`config.mk`:
```
export PLATFORM = sky130hd
export DESIGN_NAME = hpc_cmd_engine
export DESIGN_NICKNAME = d
export VERILOG_FILES = /design/src/rtl/hpc_cmd_engine.sv
export SDC_FILE = /design/constraint.sdc
export NUM_CORES = 1
export LEC_CHECK = 0
export ABC_AREA = 1
export BUFFER_PORTS_ARGS = -buffer_cell sky130_fd_sc_hd__buf_2
export CELL_PAD_IN_SITES_DETAIL_PLACEMENT = 0
export CELL_PAD_IN_SITES_GLOBAL_PLACEMENT = 1
export CORE_UTILIZATION = 30
export CTS_BUF_LIST = sky130_fd_sc_hd__clkbuf_8
export DETAILED_ROUTE_END_ITERATION = 8
export PLACE_DENSITY = 0.77
export SYNTH_ARGS = -nofsm -noshare
export SYNTH_HDL_FRONTEND = slang
export SYNTH_SLANG_ARGS = --single-unit
```
`constraint.sdc`:
```
create_clock -name clk -period 2.35 [get_ports clk]
set_input_delay 0.1175 -clock clk [delete_from_list [all_inputs] [get_ports clk]]
set_output_delay 0.1175 -clock clk [all_outputs]
set_load 0.02 [all_outputs]
```
`src/rtl/hpc_cmd_engine.sv`:
```
module hpc_cmd_engine #(
  parameter int NUM_SLOTS = 4,
  parameter int CNT_W     = 8
) (
  input  logic                   clk,
  input  logic                   rst_n,
  input  logic                   wr_en,
  input  logic [31:0]            wr_data,
  input  logic [CNT_W-1:0]       busy_cycles,
  input  logic [NUM_SLOTS-1:0]   mrl_open,
  input  logic [NUM_SLOTS-1:0]   card_present,
  output logic [31:0]            status,
  output logic [2*NUM_SLOTS-1:0] slot_state,
  output logic [2:0]             bus_speed,
  output logic                   cmd_done
);

  localparam logic [1:0] ST_PWR = 2'b01;
  localparam logic [1:0] ST_ENA = 2'b10;
  localparam logic [1:0] ST_DIS = 2'b11;
  localparam logic [2:0] SPD_MAX = 3'd4;

  logic             busy;
  logic [CNT_W-1:0] cnt;
  logic [31:0]      cmd;
  logic [2:0]       err;
  logic [2:0]       err_nxt;
  logic [1:0]       st [NUM_SLOTS];

  wire [7:0] tgt    = cmd[15:8];
  wire [1:0] req    = cmd[1:0];
  wire       is_spd = cmd[6];
  wire       tgt_ok = (tgt != 8'd0) && (tgt <= 8'(NUM_SLOTS));
  wire       last   = busy && (cnt == CNT_W'(1));

  logic sel_mrl, sel_pres, any_en;

  always_comb begin
    sel_mrl  = 1'b0;
    sel_pres = 1'b0;
    any_en   = 1'b0;
    for (int i = 0; i < NUM_SLOTS; i++) begin
      if (tgt == 8'(i + 1)) begin
        sel_mrl  = mrl_open[i];
        sel_pres = card_present[i];
      end
      if (st[i] == ST_ENA) any_en = 1'b1;
    end
  end

  always_comb begin
    err_nxt = 3'b000;
    if (is_spd) begin
      if (cmd[2:0] > SPD_MAX || any_en) err_nxt = 3'b100;
    end else if (!tgt_ok || req == 2'b00) begin
      err_nxt = 3'b010;
    end else if (sel_mrl) begin
      err_nxt = 3'b001;
    end else if (!sel_pres && req != ST_DIS) begin
      err_nxt = 3'b010;
    end
  end

  always_ff @(posedge clk or negedge rst_n) begin
    if (!rst_n) begin
      busy      <= 1'b0;
      cnt       <= '0;
      cmd       <= '0;
      err       <= '0;
      bus_speed <= '0;
      cmd_done  <= 1'b0;
    end else begin
      cmd_done <= 1'b0;
      if (!busy && wr_en) begin
        busy <= 1'b1;
        cnt  <= (busy_cycles == '0) ? CNT_W'(1) : busy_cycles;
        cmd  <= wr_data;
        err  <= '0;
      end else if (last) begin
        busy     <= 1'b0;
        cmd_done <= 1'b1;
        err      <= err_nxt;
        if (err_nxt == 3'b000 && is_spd) bus_speed <= cmd[2:0];
      end else if (busy) begin
        cnt <= cnt - CNT_W'(1);
      end
    end
  end

  for (genvar g = 0; g < NUM_SLOTS; g++) begin : g_slot
    always_ff @(posedge clk or negedge rst_n) begin
      if (!rst_n)
        st[g] <= ST_DIS;
      else if (last && err_nxt == 3'b000 && !is_spd && tgt == 8'(g + 1))
        st[g] <= req;
    end
    assign slot_state[2*g +: 2] = st[g];
  end

  assign status = {12'd0, err, busy, 13'd0, bus_speed};

endmodule

```
==> results.md, run 1 <==
Synthesis:
- Sorting the synthesized cells by area gives the leading types as dfrtp_1 (31%), nand2_1 (11%), buf_4 (10%).
- The proportion of netlist area held by the largest area contributor is 31.4%.
- For this run, the number of Yosys warnings is 0.
- In the synthesized netlist the dominant register cell turns out to be dfrtp_1.
- The number of distinct library cells after synthesis is 34.
- The average instance area after synthesis is 7.75 µm².
- By count the netlist is led by nand2_1 (66), buf_4 (31), dfrtp_1 (28).
- nand2_1 is the most common cell in the netlist.
- The biggest area contributor in the post-synthesis netlist is dfrtp_1.
- Synthesis handed over a netlist of 288 instances.
- Counting flops with a built-in enable in the synthesized netlist gives 0.
- The synthesized design contains 36 register bits.
- The proportion of synthesized flip-flops having asynchronous set or reset is 100%.
- Summing the sequential cell areas from Yosys gives between 40% and 50% of the chip area.
- The mapped netlist covers 2230 µm².

STA:
- The clock period minus final worst setup slack is 1880 ps.
- Dividing the final minimum period by the clock period gives 79.9%.
- Static timing analysis puts the maximum clock frequency at 532 MHz.
- The worst clock skew on the final layout is 5.38 ps.
- For the pin with the worst max-slew slack, the measured transition is 825 ps.
- The setup total negative slack is 0 ps.
- The count of final max-slew check failures was 0.
- The worst-case headroom to the max-slew limit is between 40% and 50%.
- Setup repair after global routing left no endpoint under its margin.
- The final-report hold violation count is 0.
- Setup violations remaining at the end of the flow were counted as 0.

Placed design:
- The count of buffers added on input and output ports is 49.
- The HPWL after detailed placement is about 3800 µm.
- Routability-driven placement finished with a final weighted congestion of 0.820.

Setup path:
- The beginning of the critical path is cnt[1]$_DFFE_PN0P_.
- The slowest cell on the critical path is dfrtp_1.
- The worst stage delay on the critical path is ~390 ps.
- The critical path required time is 2580 ps.
- The worst-path maximum fanout is 8.
- The worst setup path is of the register to register kind.
- The critical path goes through inv_1 > ha_1 > inv_1 > nor3_1 > nand3_1 > a21oi_1 > nand2_2 > nor3_4 > nand3_1 > nand2_1.
- The data arrival time of the critical path is 2110 ps.
- STA classifies the critical path startpoint as a register.
- The startpoint identified for the worst register-to-register timing path is cnt[1]$_DFFE_PN0P_.
- The type of element capturing the critical path is a register.

Finish:
- The ratio of cells with drive above 1 in the final layout is 29.1%.
- Compared with the post-synthesis result, the final layout area differs by 14.4%.
- Counting the fill cells in the layout gives 804.
- The post-layout net count is 389.
- Measured on the finished design, the core utilization comes to 35.4%.
- The number of inserted diodes is 0.

Power and ir drop:
- The total power of the final layout is 0.00253 W.
- For this design the ratio of total power to cell area is roughly 1000 nW/µm².
- The worst vdd rail ir drop is 299 µV.
- The leakage power summed over all cells is 1.33 nW.

GRT:
- The first global-routing pass estimated approximately 8500 µm of wire.
- The number of antenna violations at the first check in global routing is 0.
- The total routing usage reported by global routing is 14.1%.
- The number of global-route vias before repair is 1873.
- After global routing the overflow that remains totals 0.
- Entering global routing, the biggest net connects 37 pins.

Route:
- The routed layout has between 1500 and 2000 vias.
- The number of search-and-repair iterations in the first detailed-routing pass is 4.
- The number of antenna-violating nets in the routed design is 0.
- The number of design-rule violations left by the first detailed-router iteration is 85.
- In the routed layout, each cell is associated on average with a via count of 4.47.
- For this run, design rule violations remaining after detail routing come to 0.
- Summed over all layers, the routed wires come to 4990 µm.
- The routed wirelength normalized by instance count is 11.4 µm.

Die:
- The number of cell rows is 31.
- In this run the count of I/O pins placed on the die edge is between 90 and 100.
- The die is 88.2 µm wide.
- The effective utilization at floorplan is 30.9%.
- The overall die height is 88.2 µm.
- The core area is 7210 µm².
- The die covers 7790 µm².

Clock tree:
- In this run the clock root is driven by a clkbuf_8.
- The clock reaches the later pin of the worst-skew pair after 280 ps.
- The depth of the CTS H-tree is 2.
- TritonCTS built the clock tree.
- The number of resized instances in the post-cts repair step is 0.
- The number of buffers inserted during clock tree synthesis is 5.
- The number of clock sinks is 36.
- After clock tree synthesis, the clock-pin slew on the worst setup and hold paths is 70 ps.
- The clock passes through at most 2 buffers.

Run status:
- The run finished with clean final reports.

Worst hold path:
- The min-delay analysis places its worst path in the category primary input to register.
- The startpoint identified for the worst hold timing path is wr_data[15].

Run:
- Across the run, the number of max-cap violations was 0.
## critical path, delay by kind of cell, from the launching register on
kind | cells | cell delay [ps]
and+or+nand+nor | 6 | 940
DFF | 1 | 390
AOI/OAI and AO/OA | 1 | 190
buffers and inverters | 2 | 150
adders and majority gates | 1 | 150
## metrics by stage
step,hold slack (ps),worst slack (ps),area [µm²],cells
after floorplan,-178,763,2320,312
after global placement,251,539,2460,427
after detailed placement,261,495,2460,427
after CTS,34.0,464,2550,436
after global routing,47.5,170,2550,436
final,43.4,471,2550,436
## path summary, 6_finish.rpt
kind / end / slack (ps) / cells past startpoint
min in group asynchronous: cmd[1]$_DFFE_PN0P_ / 470 / 2
min: cmd[15]$_DFFE_PN0P_ / 40 / 3
max: slot_state[3]$_DFFE_PN1P_ / 470 / 10
max reg2reg: slot_state[3]$_DFFE_PN1P_ / 470 / 10
min reg2reg: slot_state[6]$_DFFE_PN1P_ / 480 / 2
max in group asynchronous: cmd[0]$_DFFE_PN0P_ / 1360 / 2
## cell families (layout without fill, tap and decap cells)
| family | count (synthesis) | count (layout) | synth area share [%] |
|---|---|---|---|
| compound gates | 44 | 44 | 11.6 |
| fa+ha+maj | 2 | 2 | 1.12 |
| buf+inv | 72 | 97 | 17.3 |
| flops | 36 | 36 | 40.8 |
| other cells | 1 | 25 | 0.168 |
| simple gates | 133 | 133 | 28.9 |
## report_power, final
group / total [W] / internal, W / leakage (nW) / switching, W
clock: 0.000412 / 0.000199 / 0.0505 / 0.000213
sequential: 0.00104 / 0.000816 / 0.437 / 0.000221
combinational: 0.00108 / 0.000359 / 0.847 / 0.000724
total: 0.00253 / 0.00137 / 1.33 / 0.00116
## state kept, by name, summed over array words and instances, names as in the netlist
name        cells
cmd_done        1
slot_state      8
busy            1
bus_speed       3
cnt             8
cmd            12
err             3
## final cells by class
type | count | area, µm² | area share [%]
multi-input cells | 204 | 1020 | 40.1
flip-flops and latches | 36 | 911 | 35.7
repair buffers | 53 | 278 | 10.9
inverters | 36 | 135 | 5.29
well taps | 99 | 124 | 4.85
clock buffers | 5 | 68.8 | 2.70
clock inverters | 3 | 12.5 | 0.490
## layer usage
layer	GRT usage [%]	part of all wire, %	wire (µm)
met1	18.1	48	2400
met2	24.0	47	2350
met3	2.99	4.0	198
met4	3.96	0.80	40
met5	0	0	0
## layout by cell type, fill, tap and decap left out
cell           count
a21oi_1            9
o211ai_1           1
a22oi_1            1
nand4_1           10
clkbuf_8           5
nor3_1             5
nor3_4             1
inv_1             28
o311ai_0           1
buf_2             49
conb_1            25
nor3_2             2
dfstp_2            8
o21ai_0           14
a32oi_1            1
nor4_1             1
nor2_2             8
o221ai_1           1
ha_1               2
nand2_2            6
inv_2              9
o22ai_1            4
nand3_2            4
a21oi_4            1
clkinv_2           1
dfrtp_1           28
clkinv_1           1
o21ai_1            9
buf_4              3
a211oi_1           1
nor2_1            13
nand3_1           16
dlygate4sd3_1      1
nand2_1           66
o2111ai_1          1
nor2_4             1
## what timing repair did
item / CTS / global route
buffers inserted: 0 / 0
hold endpoints to repair: 28 / 0
hold buffers: 1 / 0
Power figures use the tool's default switching activity.
==> inputs of run 2 (changes only) <==
==> constraint.sdc (replaced) <==
create_clock -name clk -period 1.82 [get_ports clk]
set_input_delay 0.091 -clock clk [delete_from_list [all_inputs] [get_ports clk]]
set_output_delay 0.091 -clock clk [all_outputs]
set_load 0.02 [all_outputs]
==> run 2 against run 1 <==
- clock power is 32% higher
- sequential power is 31% higher
- clock skew is 3.5 ps higher
- via count is 1.6% higher
- clock-buffer cell count stayed put
- final area is 10% higher
- worst setup slack worse by 380 ps
- combinational power is 64% higher
- register-to-register slack worse by 380 ps
- first-iteration DRC count is 4.7% lower
- fmax is 9.0% higher
- die area stayed put
- critical path type unchanged
- largest power group unchanged
- highest routed layer unchanged
==> results.md, run 2 (synthesized netlist as in run 1, its figures left out) <==
Run status:
- The run finished with clean final reports.

Clock tree:
- The depth of the CTS H-tree is 2 (unchanged).
- The maximum clock path buffer count is 2 (unchanged).
- The number of clock sinks is 36 (unchanged).
- The insertion delay to the later sink of the worst-skew pair is 290 ps (about the same).
- The number of buffers inserted during clock tree synthesis is 5 (unchanged).
- The clock-pin slew on the worst setup and hold paths was 80 ps (about the same).
- The CTS tree is done.
- The tree is rooted in a clkbuf_8.

GRT:
- The sum of overflow across all layers after global routing came to 0 (unchanged).
- The wire length of the first global-routing pass is 8300 µm (-1.9%).
- The number of global-route vias before repair came to 1774 (-5.3%).
- The largest net degree at the start of global routing is 22 (-41%).
- The number of antenna violations at the first check in global routing is 0 (unchanged).
- The total routing usage reported by global routing is 13.9% (-0.23 points).

Die:
- The count of pins on the block boundary is 95 (unchanged).
- The number of cell rows is 31 (unchanged).
- The die extent in x is 88.2 µm (unchanged).
- The core area is 7210 µm² (unchanged).
- The area enclosed by the die boundary is 7790 µm² (unchanged).
- The effective utilization at floorplan is 30.9% (unchanged).
- The overall die height came to 88.2 µm (unchanged).

Finish:
- From synthesis to final layout, the design area changed by 26.0%.
- Leaving out fill and tap cells, the most frequent cell in the layout is nand2_1.
- The number of flip-flops in the largest register is 12 (unchanged).
- The final-layout fill cell count came to 773 (-3.9%).
- The library cells used most frequently in the layout, excluding fill and tap cells, are nand2_1 (63), buf_2 (49), conb_1 (25), dfrtp_1 (25), buf_4 (23).
- The post-layout net count is 411 (+5.7%).
- The final core utilization came to 39.0% (+3.6 points).
- The post-route cell area is 2810 µm² (+10%).
- The count of non-filler cells in the finished layout came to 457 (+4.8%).
- The ratio of cells with drive above 1 in the final layout was 39.4% (+10 points).
- The number of inserted diodes is 0 (unchanged).
- The register with the highest flop count is cmd.

STA:
- The final-report setup violation count is 0 (unchanged).
- The fraction of the cycle the final worst path needs is 94.7% (+15 points).
- The clock period minus final worst setup slack is 1720 ps (-155 ps).
- The count of final max-slew check failures is 0 (unchanged).
- Setup repair after global routing could not meet its margin everywhere.
- The maximum achievable frequency is 580 MHz (+9.0%).
- The worst slack on hold paths is 8.93 ps (-34.5 ps).
- The worst clock skew on the final layout is 8.84 ps (+3.47 ps).
- The final-report hold violation count is 0 (unchanged).

Setup path:
- In this run the critical register-to-register path is launched from cmd[8]$_DFFE_PN0P_.
- The most frequent cell on the critical path is nor2_4.
- The combined buffer and inverter count along the critical path came to 2 (unchanged).
- The family with the most delay on the worst path is simple AND/OR/NAND/NOR gates.
- The critical path goes through nor2_4 > nand2_2 > nor2_4 > inv_2 > a21oi_4 > nand2_4 > nor3_4 > buf_6 > nand3_1 > nand2_1.
- STA classifies the critical path endpoint as a register.
- By startpoint and endpoint, the worst setup path is classified as register to register.
- The critical path required time is 2060 ps (-520 ps).
- The data arrival time of the critical path is 1960 ps (-150 ps).
- The worst setup path is launched from a register.
- The worst stage delay on the critical path is 450 ps (+60 ps).
- The depth of the most critical reg-to-reg path is 10 (unchanged).
- The worst-case register-to-register setup slack came to 100 ps (-380 ps).
- For this design, the slowest cell found on the critical path is dfrtp_2.
- The worst-path maximum fanout is 8 (unchanged).
- The endpoint identified for the worst register-to-register timing path is slot_state[5]$_DFFE_PN1P_.

Worst hold path:
- For hold timing, the worst endpoint is cmd[15]$_DFFE_PN0P_.
- The startpoint of the tightest hold check path is wr_data[15].
- The min-delay analysis places its worst path in the category primary input to register.
- The count of cells along the worst hold path is 3 (unchanged).

Route:
- The number of design-rule violations left by the first detailed-router iteration came to 81 (-4.7%).
- The met2 routed wirelength is 2350 µm (+0.34%).
- The routed wirelength normalized by instance count was 11.2 µm (-2.2%).
- The routed wire length is 5110 µm (+2.5%).
- The number of antenna-violating nets in the routed design came to 0 (unchanged).
- The wire length on met3 was 238 µm (+20%).
- Routed signal wires occupy layers up through met4.
- The via-per-instance ratio is 4.33 (-3.1%).
- The met1 wire length is 2430 µm (+1.4%).
- The remaining design rule violation count was 0 (unchanged).
- The number of search-and-repair iterations in the first detailed-routing pass is 4 (unchanged).
- The number of vias after detailed routing was 1981 (+1.6%).

Run:
- The count of maximum capacitance violations was 0 (unchanged).

Power and ir drop:
- The leakage power summed over all cells is 1.45 nW (+8.7%).
- The worst vdd rail ir drop is 362 µV (+21%).
- The total power density per cell area is 1310 nW/µm² (+32%).

Placed design:
- The placer congestion estimate was 0.805 (-1.9%).
- The cell count after placement is 436 (+2.1%).
- The number of port buffers is 49 (unchanged).
- The HPWL after detailed placement is 3830 µm (+1.4%).
- The cell area reported after detailed placement came to 2530 µm² (+2.7%).
## run 2: power breakdown
group	leakage [nW]	switching (W)	internal (W)
Clock	0.0452	0.000289	0.000255
Sequential	0.433	0.000300	0.00106
Combinational	0.972	0.00108	0.000692
Total	1.45	0.00166	0.00201
## run 2: metrics by stage
stage | TNS (ps) | total power [W] | setup WS [ps]
final | 0 | 0.00367 | 96.4
after global routing | -42.7 | 0.00397 | -15.2
after CTS | 0 | 0.00337 | 11.0
after detailed placement | 0 | 0.00282 | 7.82
after global placement | 0 | 0.00279 | 52.8
after floorplan | 0 | 0.00245 | 233
## run 2: metal layers
| metal | vias to the layer above | track usage (%) |
|---|---|---|
| li1 | 1025 | - |
| met1 | 900 | 18.6 |
| met2 | 50 | 22.0 |
| met3 | 6 | 3.17 |
| met4 | 0 | 4.84 |
| met5 | - | 0 |
## run 2: worst max-delay path by stage
stage / from / end / cells after the start
floorplan: cnt[1]$_DFFE_PN0P_ / slot_state[0]$_DFFE_PN1P_ / 10
global placement: cnt[1]$_DFFE_PN0P_ / slot_state[7]$_DFFE_PN1P_ / 10
detailed placement: cnt[1]$_DFFE_PN0P_ / slot_state[7]$_DFFE_PN1P_ / 10
CTS: cnt[1]$_DFFE_PN0P_ / slot_state[7]$_DFFE_PN1P_ / 10
global route: cmd[8]$_DFFE_PN0P_ / slot_state[0]$_DFFE_PN1P_ / 10
finish: cmd[8]$_DFFE_PN0P_ / slot_state[5]$_DFFE_PN1P_ / 10
## run 2: timing repair
item,CTS,global route
hold buffers,1,0
endpoints found under the hold margin,17,0
setup endpoints to repair,0,15
setup buffers,0,12
gates resized for setup,0,29
## run 2: worst min-delay path, stage by stage
cell and delay (ps):
buf_2 80, nand2_1 40, o21ai_0 60
## run 2: final cells by class
type | instances | area (µm²) | share of cell area [%]
clock buffers | 5 | 68.8 | 2.45
clock inverters | 2 | 8.76 | 0.312
inverters | 36 | 135 | 4.81
multi-input cells | 204 | 1110 | 39.5
flip-flops and latches | 36 | 915 | 32.5
well taps | 99 | 124 | 4.41
repair buffers | 75 | 450 | 16.0
==> inputs of run 3 (changes only) <==
--- a/config.mk
+++ b/config.mk
@@ -9,6 +9,7 @@
 export BUFFER_PORTS_ARGS = -buffer_cell sky130_fd_sc_hd__buf_2
 export CELL_PAD_IN_SITES_DETAIL_PLACEMENT = 0
 export CELL_PAD_IN_SITES_GLOBAL_PLACEMENT = 1
+export CORE_ASPECT_RATIO = 0.9
 export CORE_UTILIZATION = 30
 export CTS_BUF_LIST = sky130_fd_sc_hd__clkbuf_8
 export DETAILED_ROUTE_END_ITERATION = 8
==> run 3 against run 2 <==
- non-clock buffer count down 8
- wire length down 0.76%
- critical path depth decreased by 1
- via count up 0.56%
- clock-buffer cell count is 2 higher
- critical path type unchanged
- largest power group unchanged
==> results.md, run 3 (synthesized netlist as in run 1, its figures left out) <==
Run status:
- The flow ran to the end, and the final reports show no timing, DRC or antenna violations.

Run:
- The count of maximum capacitance violations came to 0 (unchanged).

Finish:
- The library cell used most frequently in the layout, excluding fill and tap cells, is nand2_1.
- The post-layout net count was 403 (-1.9%).
- The final core utilization is 39.3% (+0.37 points).
- The register with the highest flop count is cmd.
- The layout-stage area growth over the synthesis result is 25.4%.
- The number of flip-flops in the largest register was 12 (unchanged).
- The number of inserted diodes is 0 (unchanged).
- Leaving out fill and tap cells, the most frequent cells in the layout are nand2_1 (61), buf_2 (49), conb_1 (25), dfrtp_1 (25), inv_1 (22).
- The ratio of cells with drive above 1 in the final layout is 39.3% (-0.069 points).
- The final-layout fill cell count is 784 (+1.4%).

GRT:
- The total routing usage reported by global routing came to 13.7% (-0.13 points).
- The wire length of the first global-routing pass was 8490 µm (+2.3%).
- The number of global-route vias before repair is 1838 (+3.6%).
- The largest net degree at the start of global routing is 37 (+68%).
- The sum of overflow across all layers after global routing is 0 (unchanged).
- The number of antenna violations at the first check in global routing is 0 (unchanged).

STA:
- The final-report setup violation count is 0 (unchanged).
- The final-report hold violation count is 0 (unchanged).
- The setup total negative slack is 0 ps (unchanged).
- The worst-case headroom to the max-slew limit is 46.4%.
- Setup repair after global routing could not meet its margin everywhere.
- The maximum achievable frequency was 578 MHz (-0.38%).
- The actual transition at the worst max-transition pin is 804 ps.
- The post-route worst setup slack is 89.9 ps (-6.55 ps).
- The clock period minus final worst setup slack is 1730 ps (+6.55 ps).
- The fraction of the cycle the final worst path needs is 95.1% (+0.36 points).
- The count of final max-slew check failures was 0 (unchanged).
- The worst clock skew on the final layout is 7.91 ps (-0.935 ps).

Route:
- The number of design-rule violations left by the first detailed-router iteration is 102 (+26%).
- The number of antenna-violating nets in the routed design was 0 (unchanged).
- The via-per-instance ratio is 4.49 (+3.5%).
- The routed wirelength normalized by instance count is 11.4 µm (+2.1%).
- The routed wire length is 5070 µm (-0.76%).
- The number of vias after detailed routing is 1992 (+0.56%).
- The remaining design rule violation count is 0 (unchanged).
- The number of search-and-repair iterations in the first detailed-routing pass is 4 (unchanged).

Setup path:
- The worst-case register-to-register setup slack is 90 ps (about the same).
- Traced cell by cell, the critical path runs through inv_1 > nand2_2 > nor2_4 > nand3_1 > a21oi_4 > nand2_4 > nor3_4 > nand3_1 > nand2_1.
- The depth of the most critical reg-to-reg path is 9 (-1).
- The category of the critical setup timing path is register to register.
- The data arrival time of the critical path came to 1960 ps (about the same).
- The most frequent cell on the critical path is nand3_1.
- The worst-path maximum fanout is 8 (unchanged).
- The worst stage delay on the critical path is 390 ps (-60 ps).
- The type of element capturing the critical path is a register.
- STA classifies the critical path startpoint as a register.
- The largest individual stage delay along the critical path comes from the cell dfrtp_1.
- The critical path required time was 2050 ps (about the same).
- The launch point of the worst reg-to-reg path is cmd[13]$_DFFE_PN0P_.
- In this run the critical register-to-register path is captured at slot_state[5]$_DFFE_PN1P_.

Die:
- The core area is 7110 µm² (-1.4%).
- The count of pins on the block boundary is 95 (unchanged).
- The overall die height is 83.8 µm (-5.0%).
- The number of cell rows is 29 (-6.5%).
- The area enclosed by the die boundary is 7790 µm² (about the same).
- The die extent in x is 92.9 µm (+5.3%).
- The effective utilization at floorplan is 31.4% (+0.45 points).

Power and ir drop:
- The internal power is 0.00217 W (+8.3%).
- The relative contribution of the clock network to total power is 19.9% (+5.1 points).
- The net switching power is 0.00164 W (-1.3%).
- The total power density per cell area was 1360 nW/µm² (+4.5%).
- The switching power as a share of total power is 43.0% (-2.3 points).
- The share of power burned in registers came to 36.3% (-0.7 points).
- The leakage power summed over all cells is 1.43 nW (-1.4%).
- The worst vdd rail ir drop is 435 µV (+20%).
- The fraction of power consumed by combinational cells is 43.7% (-4.5 points).

Clock tree:
- The depth of the CTS H-tree is 2 (unchanged).
- The insertion delay to the later sink of the worst-skew pair was 280 ps (about the same).
- The maximum clock path buffer count is 2 (unchanged).
- The number of buffers inserted during clock tree synthesis came to 5 (unchanged).
- The clock-pin slew on the worst setup and hold paths came to 70 ps (about the same).
- The number of clock sinks is 36 (unchanged).
- The clock root buffer master is clkbuf_8.
- The CTS tree is done.

Worst hold path:
- The path class of the tightest hold or removal check is primary input to register.
- For hold timing, the worst endpoint is cmd[15]$_DFFE_PN0P_.
- The count of cells along the worst hold path was 3 (unchanged).
- The worst hold path begins at wr_data[15].

Placed design:
- The worst setup slack after placement was 59.0 ps (+51.2 ps).
- The number of port buffers is 49 (unchanged).
- The placer congestion estimate is 0.800 (-0.56%).
- The HPWL after detailed placement is 3790 µm (-1.1%).
run 3: power by group through the flow:
stage                     clock [W]  sequential (W)  combinational [W]
final                      0.000760         0.00139            0.00167
after global routing       0.000819         0.00143            0.00189
after CTS                  0.000782         0.00134            0.00144
after detailed placement          0         0.00135            0.00144
after global placement            0         0.00135            0.00141
after floorplan                   0         0.00126            0.00119
run 3: layer usage:
layer / wire length [µm] / share of wire [%] / up-vias / GRT usage (%)
met3: 232 / 4.6 / 4 / 3.37
li1: - / - / 1012 / -
met4: 55 / 1.1 / 0 / 4.62
met2: 2370 / 47 / 59 / 21.3
met5: 0 / 0 / - / 0
met1: 2420 / 48 / 917 / 18.7
run 3: worst max-delay path by stage:
stage | slack [ps] | endpoint | depth (start not counted) | start
after floorplan | 230 | slot_state[0]$_DFFE_PN1P_ | 10 | cnt[1]$_DFFE_PN0P_
after global placement | 60 | slot_state[7]$_DFFE_PN1P_ | 10 | cnt[1]$_DFFE_PN0P_
after detailed placement | 60 | slot_state[3]$_DFFE_PN1P_ | 10 | cnt[1]$_DFFE_PN0P_
after CTS | 30 | slot_state[3]$_DFFE_PN1P_ | 10 | cnt[1]$_DFFE_PN0P_
after global routing | -80 | slot_state[6]$_DFFE_PN1P_ | 11 | cmd[11]$_DFFE_PN0P_
final | 90 | slot_state[5]$_DFFE_PN1P_ | 9 | cmd[13]$_DFFE_PN0P_
run 3: area by class of cell:
cell class / count / area [µm²] / area share, %
well taps: 93 / 116 / 4.16
clock buffers: 7 / 96.3 / 3.44
clock inverters: 1 / 30.0 / 1.07
repair buffers: 67 / 387 / 13.8
flip-flops and latches: 36 / 915 / 32.7
multi-input cells: 204 / 1120 / 40.0
inverters: 36 / 135 / 4.83
run 3: stage by stage:
stage	hold WS [ps]	power (W)	cells	area, µm²
after floorplan	-205	0.00245	312	2320
after global placement	223	0.00276	425	2480
after detailed placement	231	0.00279	425	2480
after CTS	12.2	0.00356	434	2620
after global routing	14.2	0.00413	444	2800
final	20.0	0.00382	444	2800
run 3: critical path: cells and delay by family, from the launching register on:
family,cells,cell delay (ps)
simple gates,7,990
flops,1,390
buf+inv,1,90
compound gates,1,200
run 3: repair_timing:
item,4_1_cts,5_1_grt
buffers inserted,0,9
resized for setup,0,30
hold endpoints to repair,28,0
hold buffers,1,0
setup endpoints to repair,0,17
